File: src/rtl/serbus_fifo_pkg.sv
package serbus_fifo_pkg;
  localparam int BYTE_W = 8;
  localparam int THR_W  = 4;

  localparam logic [2:0] SEL_CTRL  = 3'd0;
  localparam logic [2:0] SEL_TXD   = 3'd1;
  localparam logic [2:0] SEL_RXD   = 3'd2;
  localparam logic [2:0] SEL_THR   = 3'd3;
  localparam logic [2:0] SEL_RAW   = 3'd4;
  localparam logic [2:0] SEL_MASK  = 3'd5;
  localparam logic [2:0] SEL_MSTAT = 3'd6;
  localparam logic [2:0] SEL_CLR   = 3'd7;

  // interrupt source positions, decoded by software
  localparam int IB_TX_EMPTY  = 0;
  localparam int IB_TX_NEAR   = 1;
  localparam int IB_TX_FULL   = 2;
  localparam int IB_TX_OVR    = 3;
  localparam int IB_RX_EMPTY  = 4;
  localparam int IB_RX_NEAR   = 5;
  localparam int IB_RX_FULL   = 6;
  localparam int IB_DONE      = 19;
  localparam int IB_ARB       = 24;
  localparam int IB_BERR      = 25;
  localparam int IB_DONE_NS   = 28;

  localparam logic [31:0] CLR_SET = 32'h131F_007F;
  localparam logic [31:0] MASK_WR = 32'h1FFF_FFFF;

  typedef struct packed {
    logic              txPush;
    logic [BYTE_W-1:0] txByte;
    logic              rxPop;
    logic              txClr;
    logic              rxClr;
    logic              txBlock;
    logic              rxBlock;
  } fifo_strobe_t;
endpackage

File: src/rtl/serbus_byte_fifo.sv
module serbus_byte_fifo #(
  parameter int DEPTH = 16,
  parameter int W = 8,
  localparam int AW = (DEPTH > 1) ? $clog2(DEPTH) : 1,
  localparam int CW = $clog2(DEPTH + 1)
) (
  input  logic          clk,
  input  logic          rstN,
  input  logic          push,
  input  logic [W-1:0]  pushData,
  input  logic          pop,
  input  logic          clr,
  output logic [W-1:0]  headData,
  output logic [CW-1:0] count
);
  logic [W-1:0]  mem [DEPTH];
  logic [AW-1:0] wrPtr, rdPtr;
  logic          doPush, doPop;

  assign doPush = push && (count != CW'(DEPTH));
  assign doPop  = pop && (count != '0);

  function automatic logic [AW-1:0] stepPtr(input logic [AW-1:0] p);
    return (p == AW'(DEPTH - 1)) ? '0 : p + 1'b1;
  endfunction

  always_ff @(posedge clk or negedge rstN) begin
    if (!rstN) begin
      wrPtr <= '0;
      rdPtr <= '0;
      count <= '0;
    end else if (clr) begin
      wrPtr <= '0;
      rdPtr <= '0;
      count <= '0;
    end else begin
      if (doPush) wrPtr <= stepPtr(wrPtr);
      if (doPop)  rdPtr <= stepPtr(rdPtr);
      count <= count + CW'(doPush) - CW'(doPop);
    end
  end

  always_ff @(posedge clk) begin
    if (doPush && !clr) mem[wrPtr] <= pushData;
  end

  assign headData = mem[rdPtr];
endmodule

File: src/rtl/serbus_fifo_dp.sv
module serbus_fifo_dp
  import serbus_fifo_pkg::*;
#(
  parameter int DEPTH = 16,
  localparam int CW = $clog2(DEPTH + 1)
) (
  input  logic              clk,
  input  logic              rstN,
  input  fifo_strobe_t      strobe,
  input  logic              engTxTake,
  input  logic              engRxPut,
  input  logic [BYTE_W-1:0] engRxData,
  output logic              engTxValid,
  output logic [BYTE_W-1:0] engTxData,
  output logic              engRxReady,
  output logic [CW-1:0]     txCount,
  output logic [CW-1:0]     rxCount,
  output logic [BYTE_W-1:0] rxHead
);
  serbus_byte_fifo #(.DEPTH(DEPTH), .W(BYTE_W)) txFifo_i (
    .clk(clk), .rstN(rstN),
    .push(strobe.txPush), .pushData(strobe.txByte),
    .pop(engTxTake && !strobe.txBlock), .clr(strobe.txClr),
    .headData(engTxData), .count(txCount)
  );

  serbus_byte_fifo #(.DEPTH(DEPTH), .W(BYTE_W)) rxFifo_i (
    .clk(clk), .rstN(rstN),
    .push(engRxPut && !strobe.rxBlock), .pushData(engRxData),
    .pop(strobe.rxPop), .clr(strobe.rxClr),
    .headData(rxHead), .count(rxCount)
  );

  assign engTxValid = (txCount != '0) && !strobe.txBlock;
  assign engRxReady = (rxCount != CW'(DEPTH)) && !strobe.rxBlock;
endmodule

File: src/rtl/serbus_fifo_ctl.sv
module serbus_fifo_ctl
  import serbus_fifo_pkg::*;
#(
  parameter int DEPTH = 16,
  parameter int FLUSH_CYCLES = 4,
  localparam int CW = $clog2(DEPTH + 1),
  localparam int FCW = $clog2(FLUSH_CYCLES + 1)
) (
  input  logic              clk,
  input  logic              rstN,
  input  logic [2:0]        regSel,
  input  logic              regWr,
  input  logic              regRd,
  input  logic [31:0]       regWdata,
  output logic [31:0]       regRdata,
  input  logic              evDone,
  input  logic              evArbLost,
  input  logic              evBusErr,
  input  logic              evDoneNoStop,
  input  logic [CW-1:0]     txCount,
  input  logic [CW-1:0]     rxCount,
  input  logic [BYTE_W-1:0] rxHead,
  output fifo_strobe_t      strobe,
  output logic [31:0]       rawVec,
  output logic [31:0]       maskReg,
  output logic              txBusy,
  output logic              rxBusy,
  output logic              irqOut
);
  logic [1:0][FCW-1:0] flushCnt;
  logic [1:0]          flushBusy, flushEnd;
  logic [THR_W-1:0]    txThr, rxThr;
  logic [31:0]         stickyBits, setVec, clrVec, levelVec, mstat;
  logic                txWr, txFull, ovrSet;

  // one self-clearing flush counter per direction (0 = tx, 1 = rx)
  for (genvar f = 0; f < 2; f++) begin : g_flush
    logic startF;
    assign flushBusy[f] = flushCnt[f] != '0;
    assign flushEnd[f]  = flushCnt[f] == FCW'(1);
    assign startF = regWr && (regSel == SEL_CTRL) && regWdata[f] && !flushBusy[f];
    always_ff @(posedge clk or negedge rstN) begin
      if (!rstN)              flushCnt[f] <= '0;
      else if (startF)        flushCnt[f] <= FCW'(FLUSH_CYCLES);
      else if (flushBusy[f])  flushCnt[f] <= flushCnt[f] - 1'b1;
    end
  end

  assign txBusy = flushBusy[0];
  assign rxBusy = flushBusy[1];

  assign txWr   = regWr && (regSel == SEL_TXD);
  assign txFull = txCount == CW'(DEPTH);
  assign ovrSet = txWr && !txBusy && txFull;

  always_comb begin
    strobe.txPush  = txWr && !txBusy && !txFull;
    strobe.txByte  = regWdata[BYTE_W-1:0];
    strobe.rxPop   = regRd && (regSel == SEL_RXD) && (rxCount != '0) && !rxBusy;
    strobe.txClr   = flushEnd[0];
    strobe.rxClr   = flushEnd[1];
    strobe.txBlock = txBusy;
    strobe.rxBlock = rxBusy;
  end

  always_ff @(posedge clk or negedge rstN) begin
    if (!rstN) begin
      txThr   <= '0;
      rxThr   <= '0;
      maskReg <= '0;
    end else if (regWr) begin
      if (regSel == SEL_THR) begin
        txThr <= regWdata[THR_W-1:0];
        rxThr <= regWdata[8 +: THR_W];
      end
      if (regSel == SEL_MASK) maskReg <= regWdata & MASK_WR;
    end
  end

  always_comb begin
    setVec = '0;
    setVec[IB_TX_OVR]  = ovrSet;
    setVec[IB_DONE]    = evDone;
    setVec[IB_ARB]     = evArbLost;
    setVec[IB_BERR]    = evBusErr;
    setVec[IB_DONE_NS] = evDoneNoStop;
    clrVec = (regWr && (regSel == SEL_CLR)) ? (regWdata & CLR_SET) : '0;
  end

  always_ff @(posedge clk or negedge rstN) begin
    if (!rstN) stickyBits <= '0;
    else       stickyBits <= (stickyBits & ~clrVec) | setVec;
  end

  always_comb begin
    levelVec = '0;
    levelVec[IB_TX_EMPTY] = txCount == '0;
    levelVec[IB_TX_NEAR]  = txCount <= CW'(txThr);
    levelVec[IB_TX_FULL]  = txFull;
    levelVec[IB_RX_EMPTY] = rxCount == '0;
    levelVec[IB_RX_NEAR]  = rxCount >= CW'(rxThr);
    levelVec[IB_RX_FULL]  = rxCount == CW'(DEPTH);
  end

  assign rawVec = levelVec | stickyBits;
  assign mstat  = rawVec & maskReg;
  assign irqOut = |mstat;

  always_comb begin
    regRdata = '0;
    case (regSel)
      SEL_CTRL:  regRdata = {30'b0, rxBusy, txBusy};
      SEL_RXD:   if ((rxCount != '0) && !rxBusy) regRdata = 32'(rxHead);
      SEL_THR:   regRdata = {20'b0, rxThr, 4'b0, txThr};
      SEL_RAW:   regRdata = rawVec;
      SEL_MASK:  regRdata = maskReg;
      SEL_MSTAT: regRdata = mstat;
      default:   regRdata = '0;
    endcase
  end
endmodule

File: src/rtl/serbus_fifo_irq.sv
module serbus_fifo_irq
  import serbus_fifo_pkg::*;
#(
  parameter int DEPTH = 16,
  parameter int FLUSH_CYCLES = 4
) (
  input  logic        clk,
  input  logic        rstN,
  input  logic [2:0]  regSel,
  input  logic        regWr,
  input  logic        regRd,
  input  logic [31:0] regWdata,
  output logic [31:0] regRdata,
  output logic        engTxValid,
  output logic [7:0]  engTxData,
  input  logic        engTxTake,
  input  logic        engRxPut,
  input  logic [7:0]  engRxData,
  output logic        engRxReady,
  input  logic        evDone,
  input  logic        evArbLost,
  input  logic        evBusErr,
  input  logic        evDoneNoStop,
  output logic        irqOut
);
  localparam int CW = $clog2(DEPTH + 1);

  fifo_strobe_t      strobe;
  logic [CW-1:0]     txCount, rxCount;
  logic [BYTE_W-1:0] rxHead;
  logic [31:0]       rawVec, maskReg;
  logic              txBusy, rxBusy;

  serbus_fifo_ctl #(.DEPTH(DEPTH), .FLUSH_CYCLES(FLUSH_CYCLES)) ctl_i (
    .clk(clk), .rstN(rstN), .regSel(regSel), .regWr(regWr), .regRd(regRd),
    .regWdata(regWdata), .regRdata(regRdata),
    .evDone(evDone), .evArbLost(evArbLost), .evBusErr(evBusErr),
    .evDoneNoStop(evDoneNoStop),
    .txCount(txCount), .rxCount(rxCount), .rxHead(rxHead),
    .strobe(strobe), .rawVec(rawVec), .maskReg(maskReg),
    .txBusy(txBusy), .rxBusy(rxBusy), .irqOut(irqOut)
  );

  serbus_fifo_dp #(.DEPTH(DEPTH)) dp_i (
    .clk(clk), .rstN(rstN), .strobe(strobe),
    .engTxTake(engTxTake), .engRxPut(engRxPut), .engRxData(engRxData),
    .engTxValid(engTxValid), .engTxData(engTxData), .engRxReady(engRxReady),
    .txCount(txCount), .rxCount(rxCount), .rxHead(rxHead)
  );
endmodule

File: config.mk
export PLATFORM = sky130hd
export DESIGN_NAME = serbus_fifo_irq
export DESIGN_NICKNAME = d
export VERILOG_FILES = /design/src/rtl/serbus_fifo_pkg.sv /design/src/rtl/serbus_byte_fifo.sv /design/src/rtl/serbus_fifo_dp.sv /design/src/rtl/serbus_fifo_ctl.sv /design/src/rtl/serbus_fifo_irq.sv
export SDC_FILE = /design/constraint.sdc
export NUM_CORES = 1
export LEC_CHECK = 0
export BUFFER_PORTS_ARGS = -buffer_cell sky130_fd_sc_hd__buf_2
export CELL_PAD_IN_SITES_DETAIL_PLACEMENT = 1
export CELL_PAD_IN_SITES_GLOBAL_PLACEMENT = 1
export CORE_MARGIN = 2
export CORE_UTILIZATION = 50
export CTS_CLUSTER_SIZE = 25
export DETAILED_ROUTE_END_ITERATION = 16
export GPL_TIMING_DRIVEN = 0
export PLACE_DENSITY = 0.83
export SLEW_MARGIN = 40
export SYNTH_ARGS = -nofsm -noshare
export SYNTH_HDL_FRONTEND = slang
export SYNTH_SLANG_ARGS = --single-unit
File: constraint.sdc
create_clock -name clk -period 9.35 [get_ports clk]
set_input_delay 0.4675 -clock clk [delete_from_list [all_inputs] [get_ports clk]]
set_output_delay 0.4675 -clock clk [all_outputs]
set_load 0.02 [all_outputs]
==> results.yml, run 1 <==
placement:
  post-dp-hpwl_um: 27160
  pre_cts_ws_ns: 5.724
  io_buffer_count: 89
  place_area_mm2: 0.01593
  gp_congestion: 0.7858
  dp_cells: 1460
global_route:
  overflow: 0
  grt_max_degree: 44
  grt_use_total_pct: 26.00
  grt_pass1_wl_um: 60300
  grt_pass1_vias: 9947
  grt_antenna_before_repair: 0
clock_tree:
  post_cts_resized: 0
  clkSinkCount: 340
  htreeDepth: 2
  cts-buffers-inserted: 36
  cts_tree: "yes"
  postCtsSetupBuffers: 0
  clock_latency_ns: 0.52
  cts-root-buf: "clkbuf_16"
  clock_path_buffers: 3
  clkTransAtPathRegs_ns: 0.06
yosys:
  syn_area_per_cell_um2: 15.27
  synth_common_cells: "edfxtp_1, dfrtp_1, nand2_1, mux2i_1, nor2_1"
  yosysSeqAreaShare_pct: 65.76
  synth_area_mm2: 0.01489
  netlist_instances: 975
  synth_xor_area_share_pct: 0.5884
  synth_top_area_cell: "edfxtp_1"
  yosysWarningCount: 0
  synth_compound_area_share_pct: 5.993
  synth_most_common_cell: "edfxtp_1"
  synth_top_family_by_area: "multiplexers"
  synth_cell_types: 56
  async_flop_share_pct: 24.71
  yosysTopAreaCellShare_pct: 51.64
  yosys-top-cells-area: "edfxtp_1, dfrtp_1, mux4_2, mux2_2, mux2i_1"
  synth_fa_ha_area_share_pct: 3.295
  synth_mux_area_share_pct: 14.32
  synth_simple_gate_area_share_pct: 7.338
  ys_ff_latch: 340
  ys_dominant_reg_cell: "edfxtp_1"
  synth_edf_count: 256
sta:
  skew_ns: 0.01830
  fmax_mhz: 270.7
  maxSlewViolCount: 0
  worstMarginPinSlew_ns: 0.8727
  period_needed_ns: 3.694
  fin_crit_sh_pct: 39.51
  rsz0062_at_grt: "no"
  finalWorstSetupSlack_ns: 5.656
  slew_headroom_pct: 41.03
  final-hold-violation-count: 0
  finalSetupViolCount: 0
  fin_setup_tns_ns: 0
  holdWs_ns: 0.1430
floorplanning:
  die_w_um: 176.5
  rows: 63
  ios: 96
  design.core.area_mm2: 0.02948
  dieArea_mm2: 0.03117
  start_util_pct: 50.49
  die_height_um: 176.5
route:
  drt_iter0_drc: 623
  drt-pass1-iter-count: 6
  wl_per_cell_um: 25.92
  dr_total_vias: 9067
  wl_um: 39560
  drtAntennaViolNets: 0
  viasPerCell: 5.942
  drc_errors: 0
layout:
  num_antenna_cells: 0
  utilization_pct: 58.01
  stdcell_area_mm2: 0.01710
  final_nets: 1200
  area_growth_syn_to_layout_pct: 14.89
  drive_above_1_share_pct: 24.65
  stdcell_count: 1526
  nFillCells: 2821
critical_path:
  worstPathRequired_ns: 9.78
  crit_fanout: 10
  crit_slowest_cell: "nor4bb_1"
  worstPathArrival_ns: 4.12
  cp-start-kind: "flop"
  max_stage_delay_ns: 0.70
  worstSetupPathType: "reg2reg"
  cp_num_buf_inv: 4
  crit_family: "simple AND/OR/NAND/NOR gates"
  endpoint_kind: "flop"
  crit_chain: "inv_1, ha_1, nor4bb_1, and4b_1, clkbuf_1, inv_1, ha_1, inv_1, ha_1, fa_1, a21oi_1, nor2_1, or3_1, a21oi_1"
status:
  outcome: "finished clean"
power_and_ir_drop:
  p_total_mw: 4.042
  powerDensity_mw_per_mm2: 236.3
  leakagePower_nw: 6.324
  peakVddDrop_uv: 194.5
hold_path:
  hp-class: "in2reg"
flow_run:
  cap_violations: 0
-- metal layers --
layer	global-route usage, %	wire (um)	share of wire [%]
met1	30.76	15020	38
met2	48.96	21660	55
met3	3.015	1567	4.0
met4	8.643	1312	3.3
met5	0	0	0
-- registers in the layout, summed over array words and instances, names as in the netlist --
signal / flops
dp_i.rxFifo_i.rdPtr: 4
ctl_i.stickyBits: 15
dp_i.txFifo_i.mem: 128
dp_i.rxFifo_i.mem: 128
ctl_i.txThr: 4
dp_i.rxFifo_i.wrPtr: 4
ctl_i.maskReg: 29
ctl_i.flushCnt: 6
dp_i.txFifo_i.count: 5
dp_i.rxFifo_i.count: 5
dp_i.txFifo_i.wrPtr: 4
dp_i.txFifo_i.rdPtr: 4
ctl_i.rxThr: 4
-- cells by family (layout without fill, tap and decap cells) --
kind of cell | count (synthesis) | count (layout)
and+or+nand+nor | 215 | 215
muxes | 143 | 143
buffers and inverters | 88 | 247
DFF | 340 | 340
AOI/OAI and AO/OA | 140 | 140
other | 1 | 3
adders and majority gates | 38 | 38
xor gates and xnor gates | 10 | 10
-- worst paths after layout --
kind / from / endpoint / slack, ns / cells past startpoint
max: dp_i.txFifo_i.count[3] / dp_i.txFifo_i.count[4] / 5.66 / 14
min: regWdata[16] / ctl_i.stickyBits[16] / 0.14 / 2
max reg2reg: dp_i.txFifo_i.count[3] / dp_i.txFifo_i.count[4] / 5.66 / 14
min reg2reg: ctl_i.maskReg[22] / ctl_i.maskReg[22] / 0.50 / 1
max in group asynchronous: rstN / ctl_i.rxThr[1] / 8.28 / 3
min in group asynchronous: rstN / dp_i.rxFifo_i.rdPtr[0] / 0.45 / 2
-- power by group --
group / total, mW / leakage [nW] / internal [mW] / switching (mW)
combinational: 0.858 / 2.42 / 0.360 / 0.498
sequential: 1.80 / 3.35 / 1.72 / 0.0823
clock: 1.38 / 0.557 / 0.802 / 0.581
-- layout make-up --
type / instances / area (um2) / area share, %
Sequential cell: 340 / 9789 / 57.24
Multi-Input combinational cell: 549 / 4798 / 28.06
Clock buffer: 51 / 997.2 / 5.831
Timing Repair Buffer: 94 / 499.2 / 2.919
Tap cell: 390 / 488.0 / 2.853
Buffer: 50 / 255.2 / 1.493
Inverter: 38 / 142.6 / 0.8341
Clock inverter: 14 / 131.4 / 0.7682
-- layout by cell type (no fill, tap or decap), types with 32 or more instances in the layout --
cell	count
edfxtp_1	256
mux2_2	47
dfrtp_1	84
ha_1	36
mux4_2	37
nor2_1	32
buf_2	104
nand2_1	54
mux2i_1	48
inv_1	37
a21oi_1	39
clkbuf_16	36
-- what timing repair did --
action | 4_1_cts | 5_1_grt
hold buffers | 1 | 0
endpoints found under the hold margin | 42 | 0
setup endpoints to repair | 0 | 0
Note: power is estimated with default switching activity, not from simulation.
==> run 2, diff against run 1 <==
--- a/config.mk
+++ b/config.mk
@@ -9,11 +9,11 @@
 export CELL_PAD_IN_SITES_DETAIL_PLACEMENT = 1
 export CELL_PAD_IN_SITES_GLOBAL_PLACEMENT = 1
 export CORE_MARGIN = 2
-export CORE_UTILIZATION = 50
+export CORE_UTILIZATION = 46
 export CTS_CLUSTER_SIZE = 25
 export DETAILED_ROUTE_END_ITERATION = 16
 export GPL_TIMING_DRIVEN = 0
-export PLACE_DENSITY = 0.83
+export PLACE_DENSITY = 0.8
 export SLEW_MARGIN = 40
 export SYNTH_ARGS = -nofsm -noshare
 export SYNTH_HDL_FRONTEND = slang
==> constraint.sdc (replaced) <==
create_clock -name clk -period 3.2 [get_ports clk]
set_input_delay 0.16 -clock clk [delete_from_list [all_inputs] [get_ports clk]]
set_output_delay 0.16 -clock clk [all_outputs]
set_load 0.02 [all_outputs]
==> run 2 against run 1 <==
- total power increased to 3.0 times the previous value
- worst hold slack got worse by 0.11 ns
- final cell count grew 4.1%
- flip-flop and latch count did not move
- count of clock-buffer cells in the layout increased by 2
- critical endpoint is now regRdata[2]
- largest cell class unchanged
- highest routed layer unchanged
==> results.yml, run 2 (same netlist as run 1, synthesis figures left out) <==
sta:
  fin_crit_sh_pct: 96.80
  fmax_mhz: 322.8
  period_needed_ns: 3.098
  slew_headroom_pct: 46.80
  finalWorstSetupSlack_ns: 0.1024
  worstMarginPinSlew_ns: 0.7937
  finalSetupViolCount: 0
  holdWs_ns: 0.02986
  final-hold-violation-count: 0
  skew_ns: 0.02583
  maxSlewViolCount: 0
route:
  drt-pass1-iter-count: 5
  wl_per_cell_um: 24.83
  drtAntennaViolNets: 0
  dr_total_vias: 9193
  drc_errors: 0
  viasPerCell: 5.785
  wl_um: 39450
  drt_iter0_drc: 615
critical_path:
  r2r_cells: 13
  cp-start-kind: "flop"
  worstPathArrival_ns: 2.94
  r2r-start: "dp_i.txFifo_i.count[2]"
  max_stage_delay_ns: 0.52
  crit_fanout: 10
  r2r_slack_ns: 0.13
  crit_family: "compound AO/OA/AOI/OAI gates"
  endpoint_kind: "output port"
  crit_chain: "buf_6, buf_12, mux4_2, a311oi_1, nand4_1, a221o_1, buf_2"
  cp.depth: 7
  worstSetupPathType: "reg2out"
  cp_num_buf_inv: 3
  worstPathRequired_ns: 3.04
  reg2reg_to: "dp_i.txFifo_i.count[4]"
  crit_slowest_cell: "mux4_2"
floorplanning:
  die_w_um: 183.9
  ios: 96
  rows: 65
  die_height_um: 183.9
  start_util_pct: 46.93
  dieArea_mm2: 0.03382
  design.core.area_mm2: 0.03172
global_route:
  grt_pass1_wl_um: 60420
  overflow: 0
  grt_max_degree: 54
  grt_pass1_vias: 10075
  grt_antenna_before_repair: 0
  grt_use_total_pct: 23.92
placement:
  io_buffer_count: 89
  gp_congestion: 0.8086
  post-dp-hpwl_um: 26820
  pre_cts_ws_ns: -0.3687
layout:
  final_nets: 1248
  nFillCells: 2993
  drive_above_1_share_pct: 26.08
  final_cell_mix: "edfxtp_1, buf_2, dfrtp_1"
  regArea_mm2: 0.009789
  area_growth_syn_to_layout_pct: 19.36
  final_common_cell: "edfxtp_1"
  utilization_pct: 56.02
  reg.largest.list: "dp_i.rxFifo_i.mem x128, dp_i.txFifo_i.mem x128, ctl_i.maskReg x29"
  multi_input_area_mm2: 0.004886
clock_tree:
  clock_latency_ns: 0.54
  cts-root-buf: "clkbuf_16"
  htreeDepth: 2
  cts-buffers-inserted: 38
  clkTransAtPathRegs_ns: 0.06
  clkSinkCount: 340
  cts_tree: "yes"
  clock_path_buffers: 3
power_and_ir_drop:
  powerDensity_mw_per_mm2: 692.0
  leakagePower_nw: 6.598
  peakVddDrop_uv: 485.7
hold_path:
  hp-class: "in2reg"
  min_to: "dp_i.rxFifo_i.mem[14][5]"
  hp-start: "engRxData[5]"
  hold_path_depth: 1
flow_run:
  cap_violations: 0
status:
  outcome: "finished clean"
-- run 2: changes by cell type in the layout (fill, tap and decap cells not counted), sizes merged --
cell / before / now
diode: 0 / 2
clkbuf: 70 / 72
dlygate4sd3: 1 / 36
clkinv: 11 / 9
bufinv: 2 / 3
buf: 124 / 135
inv: 39 / 41
-- run 2: layout make-up --
class | count | share of cell area [%]
diodes | 2 | 0.02817
well taps | 402 | 2.831
inverters | 38 | 0.8028
repair buffers | 141 | 5.345
clock buffers | 53 | 5.958
clock inverters | 15 | 0.9930
multi-input cells | 549 | 27.50
flip-flops and latches | 340 | 55.10
plain buffers | 49 | 1.444
-- run 2: power by group --
group | switching (mW) | internal [mW]
clock | 1.76 | 2.57
combinational | 1.48 | 1.18
sequential | 0.274 | 5.02
-- run 2: timing repair --
action,in CTS,in global routing
gates resized for setup,7,14
gates cloned,0,0
buffers inserted,2,7
endpoints found under the setup margin,2,11
hold endpoints to repair,171,0
hold buffers,36,0
pin swaps,2,1
-- run 2: worst register-to-register path: cells and delay by family (launching register included) --
kind	cells	cell delay (ns)
and+or+nand+nor	4	1.02
AOI/OAI and AO/OA	2	0.34
adders and majority gates	4	0.98
DFF	1	0.42
buffers and inverters	3	0.23
-- run 2: per-stage QoR --
| stage | TNS [ns] | cells | power [mW] | area (um2) |
|---|---|---|---|---|
| 6_report | 0 | 1589 | 12.30 | 17770 |
| 5_1_grt | -0.001067 | 1587 | 12.81 | 17760 |
| 4_1_cts | 0 | 1580 | 12.24 | 17630 |
| 3_5_place_dp | -0.6388 | 1475 | 7.805 | 15990 |
| 3_3_place_gp | -12.41 | 1468 | 7.646 | 15840 |
| 2_1_floorplan | 0 | 977 | 7.007 | 14890 |
-- run 2: worst max-delay path by stage --
stage,start,to,slack [ns]
2_1_floorplan,ctl_i.flushCnt[0],dp_i.txFifo_i.count[4],0.12
3_3_place_gp,dp_i.txFifo_i.count[2],dp_i.txFifo_i.count[4],-0.47
3_5_place_dp,ctl_i.flushCnt[0],dp_i.txFifo_i.count[4],-0.37
4_1_cts,dp_i.txFifo_i.rdPtr[1],engTxData[1],0.006
5_1_grt,dp_i.txFifo_i.count[2],dp_i.txFifo_i.count[4],-0.001
6_report,dp_i.rxFifo_i.rdPtr[1],regRdata[2],0.10
-- run 2: per-layer routing --
layer  up-vias  share of wire (%)  global-route usage, %  wire length (um)
li1       4098                  -                      -                 -
met1      4777                 39                  28.57             15330
met2       248                 55                  45.13             21560
met3        70                3.8                  2.853              1504
met4         0                2.7                  7.072              1053
met5         -                  0                      0                 0
==> run 3, diff against run 2 <==
--- a/config.mk
+++ b/config.mk
@@ -5,16 +5,17 @@
 export SDC_FILE = /design/constraint.sdc
 export NUM_CORES = 1
 export LEC_CHECK = 0
-export BUFFER_PORTS_ARGS = -buffer_cell sky130_fd_sc_hd__buf_2
 export CELL_PAD_IN_SITES_DETAIL_PLACEMENT = 1
 export CELL_PAD_IN_SITES_GLOBAL_PLACEMENT = 1
 export CORE_MARGIN = 2
-export CORE_UTILIZATION = 46
+export CORE_UTILIZATION = 49
 export CTS_CLUSTER_SIZE = 25
 export DETAILED_ROUTE_END_ITERATION = 16
+export DONT_BUFFER_PORTS = 1
 export GPL_TIMING_DRIVEN = 0
-export PLACE_DENSITY = 0.8
+export PLACE_DENSITY = 0.81
 export SLEW_MARGIN = 40
 export SYNTH_ARGS = -nofsm -noshare
 export SYNTH_HDL_FRONTEND = slang
 export SYNTH_SLANG_ARGS = --single-unit
+export TNS_END_PERCENT = 20
==> run 3 against run 2 <==
- cell area shrank 2.8%
- clock power shrank 4%
- core utilization grew 2.0 points
- combinational power shrank 4%
- sequential power is essentially flat
- via count shrank 2.0%
- highest routed layer is now met5
==> results.yml, run 3 (same netlist as run 1, synthesis figures left out) <==
sta:
  final-hold-violation-count: 0
  fin_crit_sh_pct: 95.67
  slew_headroom_pct: 45.09
  rsz0062_at_grt: "yes"
  fmax_mhz: 326.7
  maxSlewViolCount: 0
  worstMarginPinSlew_ns: 0.8207
  finalWorstSetupSlack_ns: 0.1386
  skew_ns: 0.01178
  period_needed_ns: 3.061
  finalSetupViolCount: 0
clock_tree:
  clock_path_buffers: 3
  cts_tree: "yes"
  clkTransAtPathRegs_ns: 0.06
  clkSinkCount: 340
  cts-root-buf: "clkbuf_16"
  cts-buffers-inserted: 36
  htreeDepth: 2
  clock_latency_ns: 0.51
layout:
  drive_above_1_share_pct: 19.54
  area_growth_syn_to_layout_pct: 16.05
  nFillCells: 2796
  reg.largest.list: "dp_i.rxFifo_i.mem x128, dp_i.txFifo_i.mem x128, ctl_i.maskReg x29"
  final_common_cell: "edfxtp_1"
  final_nets: 1162
  final_cell_mix: "edfxtp_1, dfrtp_1, nand2_1"
route:
  wl_um: 39950
  drtAntennaViolNets: 0
  viasPerCell: 6.053
  wl_per_cell_um: 26.83
  drc_errors: 0
  dr_total_vias: 9013
  drt-pass1-iter-count: 4
  drt_iter0_drc: 837
global_route:
  overflow: 0
  grt_use_total_pct: 25.69
  grt_max_degree: 85
  grt_antenna_before_repair: 5
  grt_pass1_vias: 9845
  grt_pass1_wl_um: 60000
floorplanning:
  start_util_pct: 49.96
  die_w_um: 178.3
  die_height_um: 178.3
  ios: 96
  rows: 63
  dieArea_mm2: 0.03179
  design.core.area_mm2: 0.02980
power_and_ir_drop:
  leakagePower_nw: 6.194
  peakVddDrop_uv: 522.0
  p_total_mw: 12.04
  powerDensity_mw_per_mm2: 696.9
critical_path:
  worstPathRequired_ns: 3.64
  endpoint_kind: "flop"
  reg2reg_to: "dp_i.rxFifo_i.count[4]"
  worstSetupPathType: "reg2reg"
  cp-start-kind: "flop"
  r2r_cells: 17
  worstPathArrival_ns: 3.50
  crit_fanout: 10
  r2r_slack_ns: 0.14
  r2r-start: "dp_i.rxFifo_i.count[2]"
  cp-startpoint: "dp_i.rxFifo_i.count[2]"
status:
  outcome: "finished clean"
hold_path:
  min_to: "ctl_i.flushCnt[0]"
  hp-class: "in2reg"
  hp-start: "regWdata[0]"
  hold_path_depth: 3
placement:
  pre_cts_ws_ns: -0.3664
  io_buffer_count: 0
  post-dp-hpwl_um: 25920
  gp_congestion: 0.8122
flow_run:
  cap_violations: 0
run 3: where the power goes:
group	internal [mW]	leakage, nW	switching, mW
registers	5.02	3.35	0.281
logic	1.10	2.27	1.46
clock network	2.51	0.576	1.67
run 3: worst max path at each step:
stage | end | slack (ns)
floorplan | dp_i.txFifo_i.count[4] | 0.12
global placement | dp_i.txFifo_i.count[4] | -0.28
detailed placement | dp_i.txFifo_i.count[4] | -0.37
CTS | dp_i.rxFifo_i.count[4] | 0.03
global route | dp_i.txFifo_i.count[4] | -0.07
finish | dp_i.rxFifo_i.count[4] | 0.14
run 3: per-stage QoR:
stage               area (um2)  hold slack [ns]  std cells  util [%]   TNS, ns
floorplan                14890          -0.1356        977         -         0
global placement         15380          -0.1311       1367     51.62    -7.342
detailed placement       15470          -0.1311       1371     51.93   -0.7108
CTS                      17210          0.01631       1484     57.77         0
global route             17280          0.04060       1489     57.98  -0.08652
finish                   17280          0.01047       1489     57.98         0
run 3: layout make-up:
type / instances / area (um2) / share of cell area, %
diodes: 4 / 10.01 / 0.05794
inverters: 38 / 142.6 / 0.8257
plain buffers: 49 / 259.0 / 1.499
well taps: 390 / 488.0 / 2.825
repair buffers: 57 / 545.5 / 3.158
multi-input cells: 549 / 4870 / 28.19
clock buffers: 46 / 989.7 / 5.729
clock inverters: 16 / 181.4 / 1.050
flip-flops and latches: 340 / 9789 / 56.67
run 3: per-layer routing:
layer	wire (um)	vias to the layer above	global-route usage [%]
met4	1574	2	9.993
met1	14800	4661	29.69
li1	-	3925	-
met2	21320	312	46.61
met3	2244	113	5.499
met5	19	-	0
run 3: critical path: stages (launching register included):
cell and delay (ns):
dfrtp_1 0.41, inv_2 0.09, ha_2 0.19, nor4b_4 0.24
and4b_1 0.25, buf_6 0.16, nand2_4 0.10, inv_1 0.05
ha_1 0.27, inv_1 0.04, ha_2 0.19, inv_2 0.06
fa_2 0.21, inv_1 0.05, a21oi_2 0.11, nor2_1 0.07
or3_4 0.37, a21oi_2 0.14
run 3: timing repair:
action	in CTS	in global routing
setup buffers	3	1
setup endpoints to repair	3	7
gates cloned	0	0
hold buffers	49	0
pin swaps	2	0
gates resized for setup	8	20
hold endpoints to repair	397	0
